`src/rtl/tern_pkg.sv`:
```
package tern_pkg;
  typedef logic [1:0] trit_t;

  localparam trit_t TRIT_Z = 2'b00;
  localparam trit_t TRIT_P = 2'b01;
  localparam trit_t TRIT_N = 2'b11;

  // 2'b10 is not a legal code; it reads as zero
  function automatic trit_t trit_norm(input trit_t t);
    return (t == 2'b10) ? TRIT_Z : t;
  endfunction
endpackage

```
`src/rtl/tern_sum_gate.sv`:
```
module tern_sum_gate
  import tern_pkg::*;
(
  input  trit_t x_i,
  input  trit_t y_i,
  output trit_t s_o
);
  trit_t x_n, y_n;

  assign x_n = trit_norm(x_i);
  assign y_n = trit_norm(y_i);

  always_comb begin
    unique case ({x_n, y_n})
      {TRIT_N, TRIT_N}: s_o = TRIT_P;
      {TRIT_N, TRIT_Z}: s_o = TRIT_N;
      {TRIT_N, TRIT_P}: s_o = TRIT_Z;
      {TRIT_Z, TRIT_N}: s_o = TRIT_N;
      {TRIT_Z, TRIT_Z}: s_o = TRIT_Z;
      {TRIT_Z, TRIT_P}: s_o = TRIT_P;
      {TRIT_P, TRIT_N}: s_o = TRIT_Z;
      {TRIT_P, TRIT_Z}: s_o = TRIT_P;
      {TRIT_P, TRIT_P}: s_o = TRIT_N;
      default:          s_o = TRIT_Z;
    endcase
  end
endmodule

```
`src/rtl/tern_cons_gate.sv`:
```
module tern_cons_gate
  import tern_pkg::*;
(
  input  trit_t x_i,
  input  trit_t y_i,
  output trit_t c_o
);
  trit_t x_n, y_n;

  assign x_n = trit_norm(x_i);
  assign y_n = trit_norm(y_i);
  assign c_o = (x_n == y_n) ? x_n : TRIT_Z;
endmodule

```
`src/rtl/tern_full_adder.sv`:
```
module tern_full_adder
  import tern_pkg::*;
(
  input  trit_t a_i,
  input  trit_t b_i,
  input  trit_t c_i,
  output trit_t s_o,
  output trit_t c_o
);
  trit_t s_ab, c_ab, c_sc;

  tern_sum_gate  u_sum_ab (.x_i(a_i),  .y_i(b_i), .s_o(s_ab));
  tern_cons_gate u_cns_ab (.x_i(a_i),  .y_i(b_i), .c_o(c_ab));
  tern_sum_gate  u_sum_sc (.x_i(s_ab), .y_i(c_i), .s_o(s_o));
  tern_cons_gate u_cns_sc (.x_i(s_ab), .y_i(c_i), .c_o(c_sc));
  // at most one partial carry is nonzero unless they cancel, so a sum merges them
  tern_sum_gate  u_sum_cc (.x_i(c_ab), .y_i(c_sc), .s_o(c_o));
endmodule

```
`src/rtl/tern_ripple_adder.sv`:
```
module tern_ripple_adder
  import tern_pkg::*;
#(
  parameter int N = 4
) (
  input  logic [2*N-1:0] opa_i,
  input  logic [2*N-1:0] opb_i,
  input  logic [1:0]     carry_i,
  output logic [2*N-1:0] sum_o,
  output logic [1:0]     carry_o
);
  localparam int W = 2 * N;

  trit_t chain [N+1];

  assign chain[0] = carry_i;

  for (genvar k = 0; k < N; k++) begin : g_pos
    trit_t s_k;
    tern_full_adder u_fa (
      .a_i(opa_i[2*k +: 2]),
      .b_i(opb_i[2*k +: 2]),
      .c_i(chain[k]),
      .s_o(s_k),
      .c_o(chain[k+1])
    );
    assign sum_o[2*k +: 2] = s_k;
  end

  assign carry_o = chain[N];

  logic unused_w;
  assign unused_w = (W == 0);
endmodule

```
`config.mk`:
```
export PLATFORM = sky130hd
export DESIGN_NAME = tern_ripple_adder
export DESIGN_NICKNAME = d
export VERILOG_FILES = /design/src/rtl/tern_pkg.sv /design/src/rtl/tern_sum_gate.sv /design/src/rtl/tern_cons_gate.sv /design/src/rtl/tern_full_adder.sv /design/src/rtl/tern_ripple_adder.sv
export SDC_FILE = /design/constraint.sdc
export NUM_CORES = 1
export LEC_CHECK = 0
export ABC_AREA = 1
export BUFFER_PORTS_ARGS = -buffer_cell sky130_fd_sc_hd__buf_2
export CAP_MARGIN = 40
export CORE_MARGIN = 2
export CORE_UTILIZATION = 45
export DETAILED_ROUTE_END_ITERATION = 16
export GPL_TIMING_DRIVEN = 0
export PLACE_DENSITY = 0.76
export RECOVER_POWER = 25
export SLEW_MARGIN = 20
export SYNTH_ARGS = -nofsm -noshare
export SYNTH_HDL_FRONTEND = slang
export SYNTH_SLANG_ARGS = --single-unit
export TNS_END_PERCENT = 10
```
`constraint.sdc`:
```
create_clock -name vclk -period 7
set_input_delay 0 -clock vclk [all_inputs]
set_output_delay 0 -clock vclk [all_outputs]
set_load 0.02 [all_outputs]
```
Word level (Yosys, flattened, before mapping)
Memories as Yosys holds them, arrays and structs flattened. Index checks and enable logic that the tools add are counted.

Bits in registers: 0. Bits in latches: 0. Bits in writable memories: 0. Bits in read-only memories: 384. Input port bits: 18. Output and inout port bits: 10. Memories kept: 12.

Memory list: (name not given) (depth 16, width 2, read ports 1, clocked after memory_dff 0, wr ports 0, line tern_sum_gate.sv:14) `unique case ({x_n, y_n})`; (name not given) (depth 16, width 2, read ports 1, clocked after memory_dff 0, wr ports 0, line tern_sum_gate.sv:14); (name not given) (depth 16, width 2, read ports 1, clocked after memory_dff 0, wr ports 0, line tern_sum_gate.sv:14); (name not given) (depth 16, width 2, read ports 1, clocked after memory_dff 0, wr ports 0, line tern_sum_gate.sv:14); (name not given) (depth 16, width 2, read ports 1, clocked after memory_dff 0, wr ports 0, line tern_sum_gate.sv:14); (name not given) (depth 16, width 2, read ports 1, clocked after memory_dff 0, wr ports 0, line tern_sum_gate.sv:14); +6 memories.

$add $sub $neg: 0. $mul: 0. Div/mod/pow operators: 0. $lt $le $gt $ge: 0. Equality and inequality tests: 32. Shift-type cells: 0. Muxes and demuxes: 32. Bitwise operators: 0. Reduce and logical (&&, ||, !) cells: 0.

Operator list (count): 2-bit 2-to-1 mux (32); 2-bit == test (second input constant) (24); 2-bit == test (8).

Longest topological paths before layout
Gate-level depths: netlist of run 1. An unclocked memory read counts as a cell.

Depth in word-level cells: 31. Gate-level depth with buffers: 25.

Cells and area by module
From an unflattened synthesis of run 1, not the netlist that was laid out.

Cells, all modules: 264. Area, all modules: 1066.0 µm².

Modules (own cells, without submodules): tern_sum_gate (instances 12, cells each 16, area an instance 66.3 µm², sequential area each 0.0 µm²); tern_cons_gate (instances 8, cells each 9, area an instance 33.8 µm², sequential area each 0.0 µm²).

Least setup slack after synthesis of run 1
OpenSTA, ideal clock, no wires.

Kind: in2out. From: input port opb_i[0]. To: output port carry_o[0]. Arrival: 3053 ps. Data required time: 7000 ps. Path slack: 3947 ps. Stages: 24. Path buffers: 0. Cells stage by stage: nand2_1 > inv_1 > nand3_1 > nand2_1 > nor2_2 > nand3_2 > or2_2 > nand2_1 > inv_1 > ha_1 > nand4_1 > inv_2 > o21ai_0 > nand2_1 > ha_1 > and2_1 > nand3_4 > xor2_2 > ha_1 > nand4_1 > nor2_1 > nor2_1 > nand2_1 > nand2_1.

Longest elaborated chain between the ends: 31. Elaborated cells on any way between the ends: 35. Classes of those cells: 15 x eq/ne; 15 x mux; 5 x memory.

Ends and longest elaborated chain: start: declaration (line tern_ripple_adder.sv:7) `input logic [2*N-1:0] opb_i,`; 2-bit == test (line tern_pkg.sv:10) `return (t == 2'b10) ? TRIT_Z : t;`; 2-bit 2-to-1 mux * (line tern_pkg.sv:10); memory read 16 x 2 bit; 2-bit == test (line tern_pkg.sv:10); 2-bit 2-to-1 mux (line tern_pkg.sv:10); 2-bit == test (line tern_cons_gate.sv:12) `assign c_o = (x_n == y_n) ? x_n : TRIT_Z;`; 2-bit 2-to-1 mux (line tern_cons_gate.sv:12); 2-bit == test (line tern_pkg.sv:10); (+15 left out); memory read 16 x 2 bit *; 2-bit == test (line tern_pkg.sv:10); 2-bit 2-to-1 mux * (line tern_pkg.sv:10); 2-bit == test * (line tern_cons_gate.sv:12); 2-bit 2-to-1 mux * (line tern_cons_gate.sv:12); 2-bit == test (line tern_pkg.sv:10); 2-bit 2-to-1 mux * (line tern_pkg.sv:10); memory read 16 x 2 bit *; end: declaration (line tern_ripple_adder.sv:10) `output logic [1:0] carry_o`.

Mark *: on every way between the ends. The rest lies on a longest branch, timed or not.

Final worst setup path of run 1
Same ends and word-level chain as after synthesis.

==> results of run 1 <==
final cells by class:
class,instances,area (µm²),share of cell area
inverters,23,86.3,0.0803
multi-input cells,129,817,0.760
well taps,27,33.8,0.0314
repair buffers,28,138,0.128
how the worst max path moves through the flow:
stage | startpoint | to | cells after the start
after floorplan | opb_i[0] | carry_o[0] | 24
after global placement | opb_i[0] | carry_o[0] | 27
after detailed placement | opb_i[0] | carry_o[0] | 27
after CTS | opb_i[0] | carry_o[0] | 27
after global routing | opb_i[0] | carry_o[0] | 27
final | opb_i[0] | carry_o[0] | 27
routing by layer:
layer / track usage / vias to the layer above / routed length [µm]
met1: 0.197 / 463 / 856
met4: 0.00952 / 0 / 0
met5: 0 / - / 0
met2: 0.315 / 20 / 950
met3: 0.00613 / 0 / 59
li1: - / 558 / -
cells in the final DEF, fill, tap and decap left out, types with 4 or more instances in the layout:
| master | instances |
|---|---|
| buf_2 | 26 |
| or2_2 | 4 |
| inv_1 | 20 |
| nand3_1 | 8 |
| o21ai_0 | 10 |
| nand2_4 | 4 |
| nor2_1 | 11 |
| nand4_1 | 5 |
| nand2_2 | 6 |
| nand2_1 | 42 |
| ha_1 | 5 |
| a21oi_1 | 4 |
power breakdown:
group	leakage [nW]	switching, mW	total [mW]	internal, mW
combinational	0.572	0.0730	0.113	0.0400
clock	0	0	0	0
sequential	0	0	0	0
cells by family after synthesis:
logic type	synth area share
AOI/OAI and AO/OA	0.195
xor gates and xnor gates	0.0651
adders and majority gates	0.0693
buffers and inverters	0.0956
and+or+nand+nor	0.575
metrics by stage:
step           setup WS (ps)   util  hold WS, ps  total power [mW]
5_1_grt                 3020  0.559          503             0.126
3_3_place_gp            3560  0.561          420             0.109
4_1_cts                 3400  0.561          431             0.114
2_1_floorplan           3950      -          310            0.0850
6_report                3430  0.559          447             0.113
3_5_place_dp            3420  0.561          430             0.113
==> results.md, run 1 <==
* Seq/Total Area, Yosys at 0
* WL per Instance at ~9 µm
* Worst setup EP type: output pin
* Cells after Synth at roughly 150
* Synthesized cell area at between 900 and 1000 µm²
* Post-route ant nets at 0
* Vias per cell at a little over 5
* Placed insts at 207
* Hold Crit Class: in -> out
* Vias in the first global route at between 900 and 1000
* Area Overhead vs Synth at 19.0%
* Sum Neg Setup Slack at 0 ps
* First-pass GRT wire length at ~3.3 mm
* Post-synthesis net count at roughly 180
* Final hold vios at 0
* VDD IR max at approximately 0.00004 V
* Die Ht at 48.8 µm
* Avg Synthesized Cell Area at just under 6 µm²
* Die X-Extent at 48.8 µm
* # nets final at between 200 and 250
* Worst path bufs/invs at 4
* Setup bufs post-CTS at 0
* Setup violations, final at 0
* Cts repair resizes at 0
* Area contributors post-synth: nand2_1, inv_1, ha_1, o21ai_0, nand2_4
* Hold Path Cell Cnt at 5
* Status: completed
* Final wirelength at roughly 1.9 mm
* Fin crit share at 0.510
* CP max FO at 3
* CP max stage cell: ha_1
* Pwr dens at 105 nW/µm²
* Largest net degree at the start of global routing at 7
* Final Slew Violations at 0
* GR Overflow Total at 0
* Yosys top cell area share at 0.175
* Synth area leader: nand2_1
* Routed vias at 1041
* Initial antenna violation count at 0
* Final GP Congestion at roughly 0.78
* N_diodes at 0
* Count leader, synth: nand2_1
* # Max-Cap Violations at 0
* Quantity of hold-fixing buffers added after cts at 0
* CP Data Required Time at roughly 7000 ps
* Initial Utilization at 0.470
* I/O Pins at 28
* Post-route cell area at 1070 µm²
* Hold EP: sum_o[1]
* Count of flip-flops and latches at 0
* Crit-path leading delay family: simple AND/OR/NAND/NOR gates
* Placed inst area at approximately 1100 µm²
* Non-Filler Instances at between 200 and 250
* Layout filler cell count at just over 200
* Buffers on Ports at 28
* Rows at 16
* Hold Crit Start: carry_i[0]
* Syn. warnings at 0
* Ratio of cells with drive above 1 in the final layout at 0.328
* Maximum clock frequency at 280 MHz
* WS Path Type: in -> out
* Arrival time worst endpoint at between 3000 and 4000 ps
* Most used cell, CP: nand2_1
* Number of clock buffers in the layout at 0
* Core area at approximately 1900 µm²
* Reg area at 0 µm²
* Crit start category: primary input
* Minimum clock period after layout at about 3600 ps
* Hpwl dp at approximately 1.7 mm
* Gr usage total at 0.159
* Least-Margin Pin Slew at ~360 ps
* Distinct cells, synth at 33
* RSZ-0062 raised after global routing: false
* Die area at between 2000 and 2500 µm²
* Rel. slew slack at 0.759
* Number of DRC markers in iteration 0 at 11
* Static Leak at 0.572 nW
* Number of detailed-route iterations in the first pass at 4
* Synth cell count leaders: nand2_1, inv_1, nor2_1
* DRC viols at 0
* Crit path largest cell delay at ~330 ps
Note: power is estimated with default switching activity, not from simulation.
==> inputs of run 2 (changes only) <==
Settings changed: PLACE_DENSITY 0.76 to 0.78.
Clock period 7 ns to 3.2 ns, I/O delays scaled along.
==> run 2 against run 1 <==
- via count grew 19%
- critical endpoint is now sum_o[5]
- routed wire length increased by 74%
- non-clock buffer count up 21
- critical path type unchanged
- final cell count is 10% higher
- power grew to 3.3 times the previous value
- first-iteration DRC count increased to 3.3 times the previous value
- core utilization is 20 points higher
==> results.md, run 2 (same netlist as run 1, synthesis figures left out) <==
* Post-route cell area at around 1500 µm²
* WL met3 at about 140 µm
* Initial antenna violation count at 0
* Arrival time worst endpoint at 3130 ps
* Number of DRC markers in iteration 0 at 36
* Total chip power at 376 µW
* Initial Utilization at 0.470
* Final Slew Violations at 0
* Rows at 16
* WL per Instance at around 14 µm
* Vias in the first global route at between 900 and 1000
* CP Data Required Time at 3200 ps
* Reg area at 0 µm²
* Placed inst area at about 1100 µm²
* Ratio of cells with drive above 1 in the final layout at 0.498
* Most used cell, CP: buf_4
* First-pass GRT wire length at about 3.7 mm
* Utilization after layout at 0.759
* Count of flip-flops and latches at 0
* Buffers on Ports at 28
* Minimum clock period after layout at approximately 3100 ps
* Metal2 WL at ~1.8 mm
* Gr usage total at 0.181
* Die area at roughly 2400 µm²
* CP max stage cell: or2_4
* CP max FO at 3
* M1 WL at between 1 and 1.5 mm
* Crit start category: primary input
* Rel. slew slack at 0.653
* I/O Pins at 28
* Final GP Congestion at 0.744
* Die X-Extent at approximately 50 µm
* Maximum clock frequency at roughly 320 MHz
* Routed vias at between 1000 and 1500
* DR top layer: met4
* Area Overhead vs Synth at 61.5%
* Least-Margin Pin Slew at 519 ps
* N_diodes at 0
* VDD IR max at around 0.00018 V
* Post-Place Setup Slack at -347 ps
* Layout filler cell count at between 100 and 150
* Final wirelength at 3.24 mm
* Number of detailed-route iterations in the first pass at 4
* Hpwl dp at ~1.7 mm
* Quantity of hold-fixing buffers added after cts at 0
* Commonest non-fill, non-tap cell in the layout: nand2_1
* Most frequent cells in the layout: nand2_1, buf_4, buf_2, inv_1, nand2_4
* Hold Slack at between 400 and 500 ps
* Hold Crit Class: in -> out
* # nets final at ~230
* Fin crit share at 0.978
* Setup slack after layout at ~71 ps
* WS Path Type: in -> out
* Status: completed
* Vias per cell at roughly 5.5
* Post-route ant nets at 0
* Static Leak at 0.723 nW
* Pwr dens at roughly 260 nW/µm²
* Crit path largest cell delay at 240 ps
* Setup violations, final at 0
* Final hold vios at 0
* DRC viols at 0
* RSZ-0062 raised after global routing: true
* Die Ht at roughly 50 µm
* GR Overflow Total at 0
* Largest net degree at the start of global routing at 7
* Number of clock buffers in the layout at 0
* Core area at 1920 µm²
* Worst setup EP type: output pin
* # Max-Cap Violations at 0
## run 2: changes by cell type in the layout (fill, tap and decap cells not counted), sizes merged
cell  delta
buf     +21
## run 2: worst paths after layout
kind,start,endpoint,slack [ps],cells past startpoint
worst max-delay path,opb_i[1],sum_o[5],70,28
worst min-delay path,carry_i[1],sum_o[1],470,4
## run 2: power by group
| group | switching [mW] | leakage [nW] | internal [mW] |
|---|---|---|---|
| clock network | 0 | 0 | 0 |
| logic | 0.213 | 0.723 | 0.163 |
| registers | 0 | 0 | 0 |
## run 2: per-layer routing
layer | vias to the layer above | track usage
met3 | 16 | 0.00613
li1 | 601 | -
met1 | 572 | 0.220
met2 | 54 | 0.356
met4 | 0 | 0.0238
met5 | - | 0
## run 2: repair_timing
action | 4_1_cts | 5_1_grt
endpoints found under the setup margin | 2 | 5
cloned | 0 | 0
pin swaps | 19 | 23
resized for setup | 19 | 37
buffers inserted | 13 | 8
## run 2: per-stage QoR
step,cells,setup TNS (ps)
4_1_cts,220,0
5_1_grt,228,-296
2_1_floorplan,152,0
3_3_place_gp,207,-419
3_5_place_dp,207,-641
6_report,228,0
## run 2: cell type report
class                           count  area [µm²]  share of cell area
Inverter                           23        91.3              0.0626
Timing Repair Buffer               49         344               0.236
Multi-Input combinational cell    129         990               0.678
Tap cell                           27        33.8              0.0232
## run 2: critical path: cells and delay by family
| family | cells | cell delay, ps |
|---|---|---|
| AOI/OAI and AO/OA | 3 | 380 |
| buffers and inverters | 13 | 1490 |
| and+or+nand+nor | 11 | 1050 |
| adders and majority gates | 1 | 230 |
